--- config.mk ---
export PLATFORM = sky130hd
export DESIGN_NAME = pageWalker
export DESIGN_NICKNAME = d
export VERILOG_FILES = /design/src/rtl/walkerPkg.sv /design/src/rtl/pageWalkerCache.sv /design/src/rtl/pageWalkerCtrl.sv /design/src/rtl/pageWalkerDp.sv /design/src/rtl/pageWalker.sv
export SDC_FILE = /design/constraint.sdc
export NUM_CORES = 2
export LEC_CHECK = 0
export ABC_AREA = 1
export BUFFER_PORTS_ARGS = -buffer_cell sky130_fd_sc_hd__buf_2
export CORE_MARGIN = 10
export CORE_UTILIZATION = 50
export DETAILED_ROUTE_END_ITERATION = 7
export GPL_ROUTABILITY_DRIVEN = 0
export PLACE_DENSITY = 0.66
export SLEW_MARGIN = 10
export SYNTH_ARGS = -nofsm -noshare
export SYNTH_HDL_FRONTEND = slang
export SYNTH_HIERARCHICAL = 1
export SYNTH_SLANG_ARGS = --single-unit
--- constraint.sdc ---
create_clock -name clk -period 8.25 [get_ports clk]
set_clock_uncertainty 0.15 [all_clocks]
set_input_delay 1.65 -clock clk [delete_from_list [all_inputs] [get_ports clk]]
set_output_delay 1.65 -clock clk [all_outputs]
set_load 0.01 [all_outputs]
--- src/rtl/walkerPkg.sv ---
package walkerPkg;
  localparam int PAGE_W  = 12;
  localparam int FRAME_W = 20;
  localparam int IDX_W   = 10;

  localparam int BIT_PRESENT = 0;
  localparam int BIT_WRITE   = 1;
  localparam int BIT_USER    = 2;
  localparam int BIT_ACCESS  = 5;
  localparam int BIT_DIRTY   = 6;

  typedef enum logic [2:0] {
    ST_IDLE, ST_DIR_RD, ST_DIR_CHK, ST_TBL_RD, ST_TBL_CHK, ST_DIR_WB, ST_TBL_WB
  } walkState_t;

  typedef struct packed {
    logic latchReq;
    logic rspHit;
    logic capDir;
    logic capTbl;
    logic memRd;
    logic memWr;
    logic selTbl;
    logic rspFault;
    logic finish;
  } walkCtl_t;

  typedef struct packed {
    logic hitUse;
    logic hitWalk;
    logic dirPresent;
    logic tblPresent;
    logic walkPermOk;
    logic dirNeedA;
    logic tblNeedUpd;
  } walkStat_t;

  typedef struct packed {
    logic [FRAME_W-1:0] vpn;
    logic [FRAME_W-1:0] ppn;
    logic               user;
    logic               write;
    logic               dirty;
  } cacheEnt_t;

  function automatic logic permOk(input logic isUser, input logic isWrite,
                                  input logic uBit, input logic wBit);
    return !isUser || (uBit && (!isWrite || wBit));
  endfunction
endpackage

--- src/rtl/pageWalkerCache.sv ---
module pageWalkerCache
  import walkerPkg::*;
#(
  parameter int ENTRIES = 32,
  localparam int SLOT_W = (ENTRIES > 1) ? $clog2(ENTRIES) : 1
) (
  input  logic               clk,
  input  logic               rstN,
  input  logic               flush,
  input  logic [FRAME_W-1:0] lookupVpn,
  output logic               hit,
  output logic [SLOT_W-1:0]  hitSlot,
  output cacheEnt_t          hitEnt,
  input  logic               allocEn,
  input  logic               allocReuse,
  input  logic [SLOT_W-1:0]  allocSlot,
  input  cacheEnt_t          allocEnt
);
  logic [ENTRIES-1:0] matchVec;
  cacheEnt_t          entArr [ENTRIES];
  logic [SLOT_W-1:0]  rrQ;
  logic [SLOT_W-1:0]  wrSlot;
  logic               doWrite;

  assign wrSlot  = allocReuse ? allocSlot : rrQ;
  assign doWrite = allocEn && !flush;

  for (genvar g = 0; g < ENTRIES; g++) begin : gSlot
    logic      vldQ;
    cacheEnt_t entQ;
    always_ff @(posedge clk) begin
      if (!rstN)      vldQ <= 1'b0;
      else if (flush) vldQ <= 1'b0;
      else if (doWrite && wrSlot == SLOT_W'(g)) vldQ <= 1'b1;
    end
    always_ff @(posedge clk) begin
      if (doWrite && wrSlot == SLOT_W'(g)) entQ <= allocEnt;
    end
    assign matchVec[g] = vldQ && (entQ.vpn == lookupVpn);
    assign entArr[g]   = entQ;
  end

  always_comb begin
    hitSlot = '0;
    for (int i = ENTRIES - 1; i >= 0; i--) begin
      if (matchVec[i]) hitSlot = SLOT_W'(i);
    end
  end

  assign hit    = |matchVec;
  assign hitEnt = entArr[hitSlot];

  always_ff @(posedge clk) begin
    if (!rstN) rrQ <= '0;
    else if (doWrite && !allocReuse)
      rrQ <= (rrQ == SLOT_W'(ENTRIES - 1)) ? '0 : rrQ + 1'b1;
  end
endmodule

--- src/rtl/pageWalkerCtrl.sv ---
module pageWalkerCtrl
  import walkerPkg::*;
(
  input  logic      clk,
  input  logic      rstN,
  input  logic      reqValid,
  input  walkStat_t stat,
  output logic      reqReady,
  output walkCtl_t  ctl
);
  walkState_t stateQ, stateD;

  always_comb begin
    ctl    = '0;
    stateD = stateQ;
    unique case (stateQ)
      ST_IDLE: begin
        if (reqValid) begin
          if (stat.hitUse) ctl.rspHit = 1'b1;
          else begin
            ctl.latchReq = 1'b1;
            stateD       = ST_DIR_RD;
          end
        end
      end
      ST_DIR_RD: begin
        ctl.memRd = 1'b1;
        stateD    = ST_DIR_CHK;
      end
      ST_DIR_CHK: begin
        ctl.capDir = 1'b1;
        if (!stat.dirPresent) begin
          ctl.rspFault = 1'b1;
          stateD       = ST_IDLE;
        end else stateD = ST_TBL_RD;
      end
      ST_TBL_RD: begin
        ctl.memRd  = 1'b1;
        ctl.selTbl = 1'b1;
        stateD     = ST_TBL_CHK;
      end
      ST_TBL_CHK: begin
        ctl.capTbl = 1'b1;
        if (!stat.tblPresent || !stat.walkPermOk) begin
          ctl.rspFault = 1'b1;
          stateD       = ST_IDLE;
        end else if (stat.dirNeedA) stateD = ST_DIR_WB;
        else if (stat.tblNeedUpd)   stateD = ST_TBL_WB;
        else begin
          ctl.finish = 1'b1;
          stateD     = ST_IDLE;
        end
      end
      ST_DIR_WB: begin
        ctl.memWr = 1'b1;
        if (stat.tblNeedUpd) stateD = ST_TBL_WB;
        else begin
          ctl.finish = 1'b1;
          stateD     = ST_IDLE;
        end
      end
      ST_TBL_WB: begin
        ctl.memWr  = 1'b1;
        ctl.selTbl = 1'b1;
        ctl.finish = 1'b1;
        stateD     = ST_IDLE;
      end
      default: stateD = ST_IDLE;
    endcase
  end

  always_ff @(posedge clk) begin
    if (!rstN) stateQ <= ST_IDLE;
    else       stateQ <= stateD;
  end

  assign reqReady = (stateQ == ST_IDLE);
endmodule

--- src/rtl/pageWalkerDp.sv ---
module pageWalkerDp
  import walkerPkg::*;
#(
  parameter int SLOT_W = 5
) (
  input  logic               clk,
  input  logic               rstN,
  input  logic               flush,
  input  walkCtl_t           ctl,
  input  logic [FRAME_W-1:0] dirFrame,
  input  logic [31:0]        reqAddr,
  input  logic               reqUser,
  input  logic               reqWrite,
  input  logic [31:0]        memRdata,
  input  logic               hit,
  input  logic [SLOT_W-1:0]  hitSlot,
  input  cacheEnt_t          hitEnt,
  output walkStat_t          stat,
  output logic [31:0]        memAddr,
  output logic [31:0]        memWdata,
  output logic               allocEn,
  output logic               allocReuse,
  output logic [SLOT_W-1:0]  allocSlot,
  output cacheEnt_t          allocEnt,
  output logic               rspValid,
  output logic               rspFault,
  output logic [31:0]        rspPhys
);
  logic [31:0]       vaddrQ, dirQ, tblQ;
  logic              userQ, writeQ, staleQ, hitQ;
  logic [SLOT_W-1:0] hitSlotQ;
  logic [31:0]       dirCur, tblCur;
  logic              hitPermOk, effUser, effWrite;

  assign dirCur = ctl.capDir ? memRdata : dirQ;
  assign tblCur = ctl.capTbl ? memRdata : tblQ;

  assign hitPermOk = permOk(reqUser, reqWrite, hitEnt.user, hitEnt.write);
  assign effUser   = dirQ[BIT_USER] & tblCur[BIT_USER];
  assign effWrite  = dirQ[BIT_WRITE] & tblCur[BIT_WRITE];

  always_comb begin
    stat.hitWalk    = hit && hitPermOk && reqWrite && !hitEnt.dirty;
    stat.hitUse     = hit && !stat.hitWalk;
    stat.dirPresent = dirCur[BIT_PRESENT];
    stat.tblPresent = tblCur[BIT_PRESENT];
    stat.walkPermOk = permOk(userQ, writeQ, effUser, effWrite);
    stat.dirNeedA   = !dirQ[BIT_ACCESS];
    stat.tblNeedUpd = !tblCur[BIT_ACCESS] || (writeQ && !tblCur[BIT_DIRTY]);
  end

  always_comb begin
    logic [31:0] setBits;
    setBits = '0;
    setBits[BIT_ACCESS] = 1'b1;
    if (ctl.selTbl) begin
      setBits[BIT_DIRTY] = writeQ;
      memAddr  = {dirQ[31:PAGE_W], vaddrQ[PAGE_W+IDX_W-1:PAGE_W], 2'b00};
      memWdata = tblQ | setBits;
    end else begin
      memAddr  = {dirFrame, vaddrQ[31:PAGE_W+IDX_W], 2'b00};
      memWdata = dirQ | setBits;
    end
  end

  always_ff @(posedge clk) begin
    if (ctl.latchReq) begin
      vaddrQ   <= reqAddr;
      userQ    <= reqUser;
      writeQ   <= reqWrite;
      hitQ     <= hit;
      hitSlotQ <= hitSlot;
    end
    if (ctl.capDir) dirQ <= memRdata;
    if (ctl.capTbl) tblQ <= memRdata;
  end

  always_ff @(posedge clk) begin
    if (!rstN)             staleQ <= 1'b0;
    else if (ctl.latchReq) staleQ <= 1'b0;
    else if (flush)        staleQ <= 1'b1;
  end

  assign allocEn        = ctl.finish && !staleQ && !flush;
  assign allocReuse     = hitQ;
  assign allocSlot      = hitSlotQ;
  assign allocEnt.vpn   = vaddrQ[31:PAGE_W];
  assign allocEnt.ppn   = tblCur[31:PAGE_W];
  assign allocEnt.user  = effUser;
  assign allocEnt.write = effWrite;
  assign allocEnt.dirty = tblCur[BIT_DIRTY] | writeQ;

  always_ff @(posedge clk) begin
    if (!rstN) begin
      rspValid <= 1'b0;
      rspFault <= 1'b0;
      rspPhys  <= '0;
    end else begin
      rspValid <= ctl.rspHit | ctl.rspFault | ctl.finish;
      rspFault <= ctl.rspFault | (ctl.rspHit & !hitPermOk);
      if (ctl.finish)
        rspPhys <= {tblCur[31:PAGE_W], vaddrQ[PAGE_W-1:0]};
      else if (ctl.rspHit && hitPermOk)
        rspPhys <= {hitEnt.ppn, reqAddr[PAGE_W-1:0]};
      else
        rspPhys <= '0;
    end
  end
endmodule

--- src/rtl/pageWalker.sv ---
module pageWalker
  import walkerPkg::*;
#(
  parameter int CACHE_ENTRIES = 32,
  localparam int SLOT_W = (CACHE_ENTRIES > 1) ? $clog2(CACHE_ENTRIES) : 1
) (
  input  logic        clk,
  input  logic        rstN,
  input  logic        flush,
  input  logic [19:0] dirFrame,
  input  logic        reqValid,
  output logic        reqReady,
  input  logic [31:0] reqAddr,
  input  logic        reqUser,
  input  logic        reqWrite,
  output logic        memRd,
  output logic        memWr,
  output logic [31:0] memAddr,
  output logic [31:0] memWdata,
  input  logic [31:0] memRdata,
  output logic        rspValid,
  output logic        rspFault,
  output logic [31:0] rspPhys
);
  walkCtl_t          ctl;
  walkStat_t         stat;
  logic              hit, allocEn, allocReuse;
  logic [SLOT_W-1:0] hitSlot, allocSlot;
  cacheEnt_t         hitEnt, allocEnt;

  pageWalkerCtrl u_ctrl (
    .clk(clk), .rstN(rstN), .reqValid(reqValid), .stat(stat),
    .reqReady(reqReady), .ctl(ctl)
  );

  pageWalkerDp #(.SLOT_W(SLOT_W)) u_dp (
    .clk(clk), .rstN(rstN), .flush(flush), .ctl(ctl), .dirFrame(dirFrame),
    .reqAddr(reqAddr), .reqUser(reqUser), .reqWrite(reqWrite),
    .memRdata(memRdata), .hit(hit), .hitSlot(hitSlot), .hitEnt(hitEnt),
    .stat(stat), .memAddr(memAddr), .memWdata(memWdata),
    .allocEn(allocEn), .allocReuse(allocReuse), .allocSlot(allocSlot),
    .allocEnt(allocEnt), .rspValid(rspValid), .rspFault(rspFault),
    .rspPhys(rspPhys)
  );

  pageWalkerCache #(.ENTRIES(CACHE_ENTRIES)) u_cache (
    .clk(clk), .rstN(rstN), .flush(flush), .lookupVpn(reqAddr[31:12]),
    .hit(hit), .hitSlot(hitSlot), .hitEnt(hitEnt), .allocEn(allocEn),
    .allocReuse(allocReuse), .allocSlot(allocSlot), .allocEnt(allocEnt)
  );

  assign memRd = ctl.memRd;
  assign memWr = ctl.memWr;
endmodule

==> flow_metrics.env <==
export IMPL_grt_pass1_vias=42806
export IMPL_cts_max_level=4
export IMPL_cts_root_buf="sky130_fd_sc_hd__clkbuf_16"
export IMPL_syn_instance_count=5575
export IMPL_die_x_um=383
export IMPL_clk_path_buf_depth=3
export IMPL_sw_frac_of_total=0.242
export IMPL_p_int_mw=13.4
export IMPL_post_route_drc_count=0
export IMPL_route_detailed_vias_per_inst=6.12
export IMPL_total_design_power_mw=17.7
export IMPL_vias=45951
export IMPL_fmaxAchievable_mhz=148
export IMPL_cts_repair_timing_setup_buffer_count=0
export IMPL_power_density_cell_area_mw_per_mm2=242
export IMPL_worstSetupPathType="in2reg"
export IMPL_avgRoutedWirePerCell_um=26.8
export IMPL_count_of_synthesis_stage_warnings_from_yosys=6
export IMPL_post_cts_hold_buffer_count=0
export IMPL_crit_path_start_kind="input port"
export IMPL_switching_power_mw=4.29
export IMPL_final_layout_size_suffix_gt1_frac=0.121
export IMPL_core_region_area_mm2=0.131
export IMPL_global_route_wire_length_before_repair_um=291000
export IMPL_std_cell_rows=133
export IMPL_period_needed_ns=6.76
export IMPL_die_y_um=383
export IMPL_cpMaxStageDelayCell="sky130_fd_sc_hd__buf_4"
export IMPL_grt_start_max_net_pins=194
export IMPL_drt_pass1_iter_count=6
export IMPL_max_cap_viol_count=0
export IMPL_number_of_cts_inserted_buffers=152
export IMPL_insertion_delay_ns=0.80
export IMPL_power_leakage_nw=26.2
export IMPL_fillerInstances=10748
export IMPL_initial_utilization=0.502
export IMPL_irDropWorstVdd_mv=0.226
export IMPL_worst_slew_pin_slew_ns=1.34
export IMPL_routed_wl_um=201000
export IMPL_critPathBufInv=9
export IMPL_critPathTopFamily="simple AND/OR/NAND/NOR gates"
export IMPL_crit_path_frequent_cell="sky130_fd_sc_hd__nand2_1"
export IMPL_grt_total_usage=0.266
export IMPL_status="completed"
export IMPL_maxSlewViolCount=0
export IMPL_worst_ep_required_time_ns=8.80
export IMPL_final_period_utilization=0.819
export IMPL_worstPathArrival_ns=7.30
export IMPL_floorplan_die_area_mm2=0.147
export IMPL_grt_antenna_before_repair=2
export IMPL_final_hold_violation_count=0
export IMPL_cts_clk_slew_worst_paths_ns=0.06
export IMPL_setup_viol_count_final=0
export IMPL_route_antenna_remaining_nets=0
export IMPL_cts_resized=0
export IMPL_post_synth_instance_area_mm2=0.0658
export IMPL_critical_path_max_stage_delay_ns=0.42
export IMPL_relSlewSlack=0.106
export IMPL_min_delay_path_class="reg2reg"
export IMPL_count_of_input_and_output_buffers=187
export IMPL_postSynthAreaPerCell_um2=11.8
export IMPL_global_route_overflow_total=0
export IMPL_clk_sinks=1555
export IMPL_flow_area_growth_from_synthesis_pct=11.2
export IMPL_clock_power_share=0.378
export IMPL_portion_of_total_power_attributed_to_combinational_logic=0.089
export IMPL_setup_tns_ns=0
export IMPL_cp_max_fo=42
export IMPL_initialDrtViolationCount=6421
export IMPL_seqPwrFrac=0.533
export IMPL_io_pins=191
export IMPL_cts_tree="built"
export IMPL_worstSetupEndpointType="flop"
export IMPL_final_net_count=5716
export IMPL_detailedPlacementHpwl_um=114000
export IMPL_setup_repair_after_global_routing_missed_its_margin="no"
[worst register-to-register path, delay by kind of cell, from the launching register on]
kind | cells | cell delay [ns]
flip-flops | 1 | 0.50
AO/OA/AOI/OAI | 4 | 0.70
buffers and inverters | 7 | 1.19
AND/OR/NAND/NOR | 34 | 3.17
[state kept, by name (all words and copies together) (netlist names)]
signal	cells
u_cache/entArr	1376
u_cache/gSlot.vldQ	32
u_cache/rrQ	5
u_ctrl/stateQ	3
u_dp/allocReuse	1
u_dp/allocSlot	5
u_dp/dirQ	32
u_dp/rspFault	1
u_dp/rspPhys	32
u_dp/rspValid	1
u_dp/staleQ	1
u_dp/tblQ	32
u_dp/userQ	1
u_dp/vaddrQ	32
u_dp/writeQ	1
[per-layer routing]
| layer | track usage | share of wire |
|---|---|---|
| met4 | 0.0951 | 0.036 |
| met1 | 0.379 | 0.39 |
| met2 | 0.397 | 0.44 |
| met3 | 0.0636 | 0.13 |
| met5 | 0 | 0 |
[power groups by stage]
stage | registers (mW) | clock network, mW | logic [mW]
3_5_place_dp | 9.60 | 0 | 1.55
2_1_floorplan | 9.55 | 0 | 0.862
6_report | 9.44 | 6.69 | 1.58
5_1_grt | 9.45 | 7.06 | 1.68
3_3_place_gp | 9.60 | 0 | 1.52
4_1_cts | 9.44 | 6.75 | 1.56
[layout make-up]
cell class / instances / area, um^2 / share of cell area
multi-input cells: 3317 / 17100 / 0.234
inverters: 225 / 857 / 0.0117
flip-flops and latches: 1555 / 45700 / 0.624
clock inverters: 56 / 434 / 0.00593
diodes: 3 / 7.51 / 0.000103
well taps: 1755 / 2200 / 0.0300
repair buffers: 373 / 2620 / 0.0358
clock buffers: 221 / 4300 / 0.0587
[path summary, 6_finish.rpt]
path         slack (ns)                  start                     to  cells past startpoint
max                1.49            reqAddr[22]       u_dp/rspPhys[23]                     39
min                0.31  u_cache/gSlot[6].vldQ  u_cache/gSlot[6].vldQ                      2
max reg2reg        2.43    u_cache/entArr[454]       u_dp/rspPhys[23]                     45
min reg2reg        0.31  u_cache/gSlot[6].vldQ  u_cache/gSlot[6].vldQ                      2
[metrics by stage]
stage,hold slack (ns),utilization,worst slack (ns),cell area (um^2),instances
after floorplan,0.260,-,0.636,65800,5576
after global placement,0.276,0.522,0.904,68500,7225
after global routing,0.333,0.558,1.03,73200,7502
after CTS,0.311,0.558,1.74,73200,7502
final,0.308,0.558,1.49,73200,7505
after detailed placement,0.301,0.522,0.910,68500,7225
[cell usage in the layout, fill, tap and decap left out, types with 16 or more instances in the layout]
cell type	n
sky130_fd_sc_hd__a21oi_1	63
sky130_fd_sc_hd__o21ai_0	185
sky130_fd_sc_hd__clkbuf_1	50
sky130_fd_sc_hd__nand2_1	1210
sky130_fd_sc_hd__nand3_1	918
sky130_fd_sc_hd__clkinv_2	16
sky130_fd_sc_hd__nor2_1	183
sky130_fd_sc_hd__xor2_1	141
sky130_fd_sc_hd__a22o_1	51
sky130_fd_sc_hd__nor4_1	75
sky130_fd_sc_hd__nand4_1	37
sky130_fd_sc_hd__buf_4	163
sky130_fd_sc_hd__inv_2	22
sky130_fd_sc_hd__buf_2	187
sky130_fd_sc_hd__buf_12	23
sky130_fd_sc_hd__xnor2_1	71
sky130_fd_sc_hd__clkbuf_16	156
sky130_fd_sc_hd__and2_1	20
sky130_fd_sc_hd__a211oi_1	33
sky130_fd_sc_hd__edfxtp_1	1454
sky130_fd_sc_hd__o22ai_1	121
sky130_fd_sc_hd__o2111ai_1	17
sky130_fd_sc_hd__nor2_4	36
sky130_fd_sc_hd__o21ba_2	17
sky130_fd_sc_hd__dfxtp_1	101
sky130_fd_sc_hd__clkinv_1	27
sky130_fd_sc_hd__inv_1	198
sky130_fd_sc_hd__a221oi_1	26
sky130_fd_sc_hd__mux2_2	17
Note: power is estimated with default switching activity, not from simulation.
